===== config.mk =====
export PLATFORM = sky130hd
export DESIGN_NAME = frc_timer
export DESIGN_NICKNAME = d
export VERILOG_FILES = /design/src/rtl/frc_timer_pkg.sv /design/src/rtl/frc_prescale.sv /design/src/rtl/frc_counter.sv /design/src/rtl/frc_ovf_flag.sv /design/src/rtl/frc_timer.sv
export SDC_FILE = /design/constraint.sdc
export NUM_CORES = 1
export LEC_CHECK = 0
export BUFFER_PORTS_ARGS = -buffer_cell sky130_fd_sc_hd__buf_4
export CAP_MARGIN = 20
export CORE_MARGIN = 5
export CORE_UTILIZATION = 28
export CTS_BUF_LIST = sky130_fd_sc_hd__clkbuf_4 sky130_fd_sc_hd__clkbuf_8
export DETAILED_ROUTE_END_ITERATION = 8
export PLACE_DENSITY = 0.51
export SLEW_MARGIN = 20
export SYNTH_ARGS = -nofsm -noshare
export SYNTH_HDL_FRONTEND = slang
export SYNTH_SLANG_ARGS = --single-unit

===== constraint.sdc =====
create_clock -name clk -period 5.3 [get_ports clk]
set_clock_uncertainty 0.2 [all_clocks]
set_input_delay 0.795 -clock clk [delete_from_list [all_inputs] [get_ports clk]]
set_output_delay 0.795 -clock clk [all_outputs]
set_load 0.03 [all_outputs]

===== src/rtl/frc_timer_pkg.sv =====
package frc_timer_pkg;
  typedef enum logic [1:0] {
    REG_CTRL   = 2'd0,
    REG_STAT   = 2'd1,
    REG_CNT_HI = 2'd2,
    REG_CNT_LO = 2'd3
  } frc_reg_e;

  localparam int BUS_W        = 8;
  localparam int CTRL_EN_BIT  = 0;
  localparam int STAT_OVF_BIT = 7;
endpackage


===== src/rtl/frc_prescale.sv =====
module frc_prescale #(
  parameter int DIV_LOG2 = 2
) (
  input  logic clk,
  input  logic rst,
  output logic tick
);
  logic [DIV_LOG2-1:0] div_q;

  always_ff @(posedge clk) begin
    if (rst) div_q <= '0;
    else     div_q <= div_q + DIV_LOG2'(1);
  end

  // one pulse per 2**DIV_LOG2 clocks, on the last phase
  assign tick = &div_q;
endmodule


===== src/rtl/frc_counter.sv =====
module frc_counter #(
  parameter int               CNT_W   = 16,
  parameter logic [CNT_W-1:0] RST_VAL = '0
) (
  input  logic             clk,
  input  logic             rst,
  input  logic             tick,
  output logic [CNT_W-1:0] cnt,
  output logic             wrap
);
  always_ff @(posedge clk) begin
    if (rst)       cnt <= RST_VAL;
    else if (tick) cnt <= cnt + CNT_W'(1);
  end

  // the step that takes all-ones to zero
  assign wrap = tick & (&cnt);
endmodule


===== src/rtl/frc_ovf_flag.sv =====
module frc_ovf_flag (
  input  logic clk,
  input  logic rst,
  input  logic wrap,
  input  logic stat_rd,
  input  logic lo_rd,
  output logic flag,
  output logic flag_nxt,
  output logic armed
);
  logic armed_nxt;

  always_comb begin
    flag_nxt  = flag;
    armed_nxt = armed;
    if (wrap) begin
      // a new overflow beats any clear and cancels the handshake
      flag_nxt  = 1'b1;
      armed_nxt = 1'b0;
    end else if (lo_rd && armed) begin
      flag_nxt  = 1'b0;
      armed_nxt = 1'b0;
    end else if (stat_rd && flag) begin
      armed_nxt = 1'b1;
    end
  end

  always_ff @(posedge clk) begin
    if (rst) begin
      flag  <= 1'b0;
      armed <= 1'b0;
    end else begin
      flag  <= flag_nxt;
      armed <= armed_nxt;
    end
  end
endmodule


===== src/rtl/frc_timer.sv =====
module frc_timer
  import frc_timer_pkg::*;
#(
  parameter int CNT_W    = 16,
  parameter int DIV_LOG2 = 2
) (
  input  logic             clk,
  input  logic             rst,
  input  logic             bus_sel,
  input  logic             bus_wr,
  input  logic [1:0]       bus_addr,
  input  logic [BUS_W-1:0] bus_wdata,
  output logic [BUS_W-1:0] bus_rdata,
  output logic             irq
);
  // CNT_W must lie in 9..16 so the counter spans both bytes
  localparam logic [CNT_W-1:0] RST_VAL = {CNT_W{1'b1}} - CNT_W'(3);
  localparam int HI_W = CNT_W - BUS_W;

  frc_reg_e         reg_sel;
  logic             rd_en, wr_en;
  logic             stat_rd, hi_rd, lo_rd, ctrl_wr;
  logic             pre_tick, cnt_wrap;
  logic [CNT_W-1:0] cnt_q;
  logic             ovf_flag, ovf_flag_nxt, clr_armed;
  logic             ctrl_en, ctrl_en_nxt;
  logic [BUS_W-1:0] cnt_hi, lo_buf, rd_mux;
  logic             lo_buf_vld;
  logic             unused_bits;

  assign reg_sel = frc_reg_e'(bus_addr);
  assign rd_en   = bus_sel & ~bus_wr;
  assign wr_en   = bus_sel &  bus_wr;
  assign stat_rd = rd_en && (reg_sel == REG_STAT);
  assign hi_rd   = rd_en && (reg_sel == REG_CNT_HI);
  assign lo_rd   = rd_en && (reg_sel == REG_CNT_LO);
  assign ctrl_wr = wr_en && (reg_sel == REG_CTRL);

  frc_prescale #(.DIV_LOG2(DIV_LOG2)) u_prescale (
    .clk  (clk),
    .rst  (rst),
    .tick (pre_tick)
  );

  frc_counter #(.CNT_W(CNT_W), .RST_VAL(RST_VAL)) u_counter (
    .clk  (clk),
    .rst  (rst),
    .tick (pre_tick),
    .cnt  (cnt_q),
    .wrap (cnt_wrap)
  );

  frc_ovf_flag u_flag (
    .clk      (clk),
    .rst      (rst),
    .wrap     (cnt_wrap),
    .stat_rd  (stat_rd),
    .lo_rd    (lo_rd),
    .flag     (ovf_flag),
    .flag_nxt (ovf_flag_nxt),
    .armed    (clr_armed)
  );

  // upper byte, zero-filled when the counter is narrower than 16 bits
  generate
    if (HI_W == BUS_W) begin : g_full_hi
      assign cnt_hi = cnt_q[CNT_W-1:BUS_W];
    end else begin : g_pad_hi
      assign cnt_hi = {{(BUS_W-HI_W){1'b0}}, cnt_q[CNT_W-1:BUS_W]};
    end
  endgenerate

  assign ctrl_en_nxt = ctrl_wr ? bus_wdata[CTRL_EN_BIT] : ctrl_en;

  always_ff @(posedge clk) begin
    if (rst) ctrl_en <= 1'b0;
    else     ctrl_en <= ctrl_en_nxt;
  end

  // low-byte capture for coherent high/low reads
  always_ff @(posedge clk) begin
    if (rst) begin
      lo_buf     <= '0;
      lo_buf_vld <= 1'b0;
    end else if (hi_rd) begin
      lo_buf     <= cnt_q[BUS_W-1:0];
      lo_buf_vld <= 1'b1;
    end else if (lo_rd) begin
      lo_buf_vld <= 1'b0;
    end
  end

  always_comb begin
    rd_mux = '0;
    unique case (reg_sel)
      REG_CTRL:   rd_mux[CTRL_EN_BIT]  = ctrl_en;
      REG_STAT:   rd_mux[STAT_OVF_BIT] = ovf_flag;
      REG_CNT_HI: rd_mux = cnt_hi;
      REG_CNT_LO: rd_mux = lo_buf_vld ? lo_buf : cnt_q[BUS_W-1:0];
      default:    rd_mux = '0;
    endcase
  end

  always_ff @(posedge clk) begin
    if (rst) begin
      bus_rdata <= '0;
      irq       <= 1'b0;
    end else begin
      if (rd_en) bus_rdata <= rd_mux;
      irq <= ovf_flag_nxt & ctrl_en_nxt;
    end
  end

  assign unused_bits = ^{bus_wdata, clr_armed};
endmodule


### Yosys cells after proc, flatten, opt, wreduce, memory -nomap -nowiden

Cells that the tools add are included.
Widths: inputs -> output; s select.

| storage, ports and cells | value |
|---|---|
| logic and storage cells | 39 |
| bits of input ports | 14 |
| output and inout bits | 9 |
| latch bits | 0 |
| ROM bits | 0 |
| memories kept | 0 |
| memory bits (writable) | 0 |
| flip-flop bits (word level) | 39 |

| cells by class | value |
|---|---|
| bitwise operators | 5 |
| divide/modulo/power cells | 0 |
| equal/unequal tests | 3 |
| shifts and indexed selects | 0 |
| reductions and logical operators | 11 |
| multipliers | 0 |
| muxes and demuxes | 9 |
| $lt $le $gt $ge | 0 |
| $add $sub $neg | 2 |

Operators with widths:

| kind | count |
|---|---|
| $add 16x1->16 const B | 1 |
| $reduce_and 16->1 | 1 |
| $pmux 6 s2 | 1 |
| $mux 8 | 1 |
| $logic_and 1x1->1 | 6 |
| $pmux 1 s3 | 2 |
| $mux 1 | 5 |
| $and 1x1->1 | 4 |
| $eq 2x2->1 const B | 2 |
| $reduce_or 3->1 | 1 |
| $add 2x1->2 const B | 1 |
| $eq 2x1->1 const B | 1 |
| $logic_not 2->1 | 1 |
| $reduce_and 2->1 | 1 |
| $reduce_bool 2->1 | 1 |
| $not 1->1 | 1 |

### Depth between registers and ports, before layout

| logic depth | value |
|---|---|
| depth after elaboration | 7 |
| gate-level depth with buffers | 5 |
| depth with buffers taken out | 4 |

### Hierarchy

A second synthesis with hierarchy kept.

| unflattened totals | value |
|---|---|
| cell total of the unflattened synthesis | 201 |
| area total of the unflattened synthesis | 1856.8 um^2 |

By module, submodules not included:

| module | instances | cells an instance | sequential area each (um^2) | area an instance (um^2) |
|---|---|---|---|---|
| frc_timer | 1 | 100 | 380.4 | 902.1 |
| frc_counter | 1 | 88 | 320.3 | 785.8 |
| frc_ovf_flag | 1 | 8 | 40.0 | 106.4 |
| frc_prescale | 1 | 5 | 40.0 | 62.6 |

### Worst setup path before layout

No wires, ideal clock.

| timing | value |
|---|---|
| kind | input-to-reg |
| start point | in bus_addr[0] |
| end point | reg lo_buf[3] |
| buffers on the path | 1 |
| required time | 4.972 ns |
| path slack | 3.450 ns |
| arrival time | 1.522 ns |
| cell stages on the path | 4 |
| library setup time | 0.128 ns |
| path through | nor4bb_1 buf_2 mux2i_1 nor2_1 |

| on the way | value |
|---|---|
| longest elaborated chain between the ends | 2 |

RTL lines:

| item | line | text |
|---|---|---|
| start, declared | frc_timer.sv:11 | `input logic [1:0] bus_addr,` |
| $eq 2x2->1 | frc_timer.sv:35 | `assign hi_rd = rd_en && (reg_sel == REG_CNT_HI);` |
| $logic_and 1x1->1 | frc_timer.sv:35 |  |
| end signal, assigned | frc_timer.sv:86 | `lo_buf <= cnt_q[BUS_W-1:0];` |
| end, declared | frc_timer.sv:27 | `logic [BUS_W-1:0] cnt_hi, lo_buf, rd_mux;` |

Every way passes these cells.
A chain may end at the register's enable or synchronous reset.

### Final worst setup path

| timing | value |
|---|---|
| start point | reg u_counter.cnt[3] |
| end point | reg u_flag.armed |

| on the way | value |
|---|---|
| longest elaborated chain between the ends | 3 |

RTL lines:

| item | line | text |
|---|---|---|
| start, declared | frc_counter.sv:8 | `output logic [CNT_W-1:0] cnt,` |
| start signal, assigned | frc_counter.sv:13 | `else if (tick) cnt <= cnt + CNT_W'(1);` |
| $reduce_and 16->1 | frc_counter.sv:17 | `assign wrap = tick & (&cnt);` |
| $and 1x1->1 | frc_counter.sv:17 |  |
| $reduce_or 3->1 (no line) | -- |  |
| end signal, assigned | frc_ovf_flag.sv:34 | `armed <= armed_nxt;` |
| end, declared | frc_ovf_flag.sv:9 | `output logic armed` |

Every way passes these cells.

==> metrics.txt <==
run status=finished clean; vias in the first global route=1404; Root Driver=clkbuf_8; post-synth top area share=43.7%; worst path buffer plus inverter count=0; Placement Cell Area=1960 um2; largest family of logic cells by synthesized area=simple AND/OR/NAND/NOR gates; Die Span Y=89.9 um; Clock Power Share=42.8%; combinational power share=7.8%; Pre-antenna DRT Iters=4; WL final=4.09 mm; fill count=644; Netlist cell types=35; CTS H-Tree Depth=2; most common cell in the synthesized netlist=dfxtp_1; Synth-to-Final Area Change=16.3%; Final nets=221; Worst Max-Slew Pin Slew=636 ps; Hold Buf Count CTS=0; Hold Vio Cnt, Final=0; sw frac=23.3%; CTS sink cnt=39; RSZ-0062 raised after global routing=no; Synth area leader=dfxtp_1; Post-CTS Setup Inserts=0; chip width=89.9 um; Setup TNS Final=0 ps; Initial Util=28.4%; Std-Cell Core Area=6280 um2; max_cap viols=0; Synth area leaders=dfxtp_1 (44%), mux2i_1 (13%), nor2_1 (5.7%); kind of end point of the critical path=flip-flop; Setup CP Type=reg2reg; Mapped Area=1790 um2; Rel. slew slack=57.0%; worst-path fanout max=15; power density cells=298 nW/um2; io pins=23; Num CTS Buffers=5; WP data required=5290 ps; VDD IR max=0.130 mV; #FFs+latches synth=39; antenna violations before repair=0; Worst Path Arrival=2180 ps; Synth Area in Compound Gates=13.0%; number of flops mapped to enable cells by yosys=0; Synth warnings=0; clock transition at the registers of the reported paths=80 ps; DR DRC count=0; Synth Area in XOR/XNOR=1.47%; # port buffers=15; first-pass GRT wire length=6.96 mm; CP startpoint kind=flip-flop; post-route design area=2080 um2; post-cts resize count=0; crit path time final=2190 ps; post-synthesis sequential area ratio=43.7%; Simple-Gate Fraction of Synth Area=23.2%; Commonest cells post-synth=dfxtp_1 (39), nor2_1 (27), mux2i_1 (24), a21oi_1 (12), nand2_1 (9); Diodes inserted=0; die area=8070 um2; number of vias per cell=5.13; Slowest-stage cell, CP=or4_4; P_int=474 uW; family with the most delay on the worst path=simple AND/OR/NAND/NOR gates; Psw=144 uW; worst min-delay path class=reg2reg; GP Congestion=0.707; CTS Buffer Depth=2; Cells after Synth=192; GRT overflow=0; share of cells above drive strength 1=16.0%; Reg power frac=49.4%; achievable frequency=0.456 GHz; Total GRT Usage=10.4%; dpl hpwl=2.80 mm; wire per inst=14.4 um; multiplexer share of the synthesized area=13.5%; Slew Viols, Final=0; worst-path cell chain=nand4_1 > or4_4 > and3_2; Static Leak=0.740 nW; # rows=29; sequential cell area=781 um2; ys flop type=dfxtp_1; Mean Syn Cell Area=9.30 um2; pin count of the biggest net entering global routing=32; CTS tree=yes; total number of vias=1451; largest stage delay on the critical path=710 ps; Final ANT Viol Nets=0; later-pin clock latency in the skew report=290 ps; Synth Net Count=208; Synth async-reset ratio=0%; initial DRC count=81; Final Cycle Share=41.4%; Post-Synth Adder-Cell Area=1.40%; Setup-failing EPs final=0; area of the multi-input gates=943 um2; Hold WS=223 ps; Util after Layout=33.1%
## cells by family after synthesis
group,Yosys count
AO/OA/AOI/OAI,34
XOR/XNOR,3
adder cells (fa/ha/maj),2
buffers and inverters,14
flip-flops,39
multiplexers,24
AND/OR/NAND/NOR,76
## layout by cell type, fill, tap and decap left out, types with 4 or more instances in the layout
| master | Yosys | routed |
|---|---|---|
| a21oi_1 | 12 | 12 |
| a32o_1 | 6 | 6 |
| buf_4 | 1 | 16 |
| clkbuf_8 | 0 | 6 |
| dfxtp_1 | 39 | 39 |
| inv_1 | 4 | 4 |
| mux2i_1 | 24 | 24 |
| nand2_1 | 9 | 9 |
| nand3_1 | 7 | 7 |
| nand4_1 | 6 | 6 |
| nor2_1 | 27 | 27 |
| nor2b_1 | 8 | 8 |
| nor4_1 | 6 | 6 |
| o21ai_0 | 7 | 7 |
| o31ai_1 | 4 | 4 |
## final cells by class
type                       count  share of cell area [%]
sequential                    39                    37.6
clock buffer                   6                    3.98
clock inverter                 2                    1.87
inverter                       4                   0.723
multi-input combinational    139                    45.4
tap                           77                    4.64
timing repair buffer          16                    5.78
## power by group through the flow
stage	Clock, mW	Combinational, mW	Sequential (mW)
after floorplan	0	0.0279	0.316
after global placement	0	0.0482	0.312
after detailed placement	0	0.0485	0.312
after CTS	0.272	0.0490	0.305
after global routing	0.288	0.0527	0.307
final	0.265	0.0483	0.305
## worst reg2reg max path, cell delays in order, from the launching register on
cell and delay (ps):
dfxtp_1 450, nand4_1 510, or4_4 710, and3_2 220
## stage by stage
stage          total power [mW]  cells  setup slack, ps
2_1_floorplan             0.344    192             3450
3_3_place_gp              0.360    275             2800
3_5_place_dp              0.361    275             2810
4_1_cts                   0.626    283             3090
5_1_grt                   0.648    283             2980
6_report                  0.618    283             3110
## metal layers
metal,share of wire [%],track usage [%],vias up,routed length [um]
li1,-,-,730,-
met1,47,13.1,687,1920
met2,47,16.0,24,1930
met3,3.2,3.09,10,131
met4,2.5,5.21,0,104
met5,0,0,-,0
## final timing paths
kind	slack [ps]	start	endpoint	cells after the start
worst max register to register	3110	u_counter.cnt[3]	u_flag.armed	3
worst max-delay path	3110	u_counter.cnt[3]	u_flag.armed	3
worst min-delay path	220	u_prescale.div_q[0]	u_prescale.div_q[0]	1
worst min register to register	220	u_prescale.div_q[0]	u_prescale.div_q[0]	1
## flip-flops by register name, summed over array words and instances (netlist names)
signal,flops
u_flag.flag,1
ctrl_en,1
u_counter.cnt,16
u_flag.armed,1
lo_buf,8
bus_rdata,8
lo_buf_vld,1
irq,1
u_prescale.div_q,2
(Power assumes the default switching activity.)
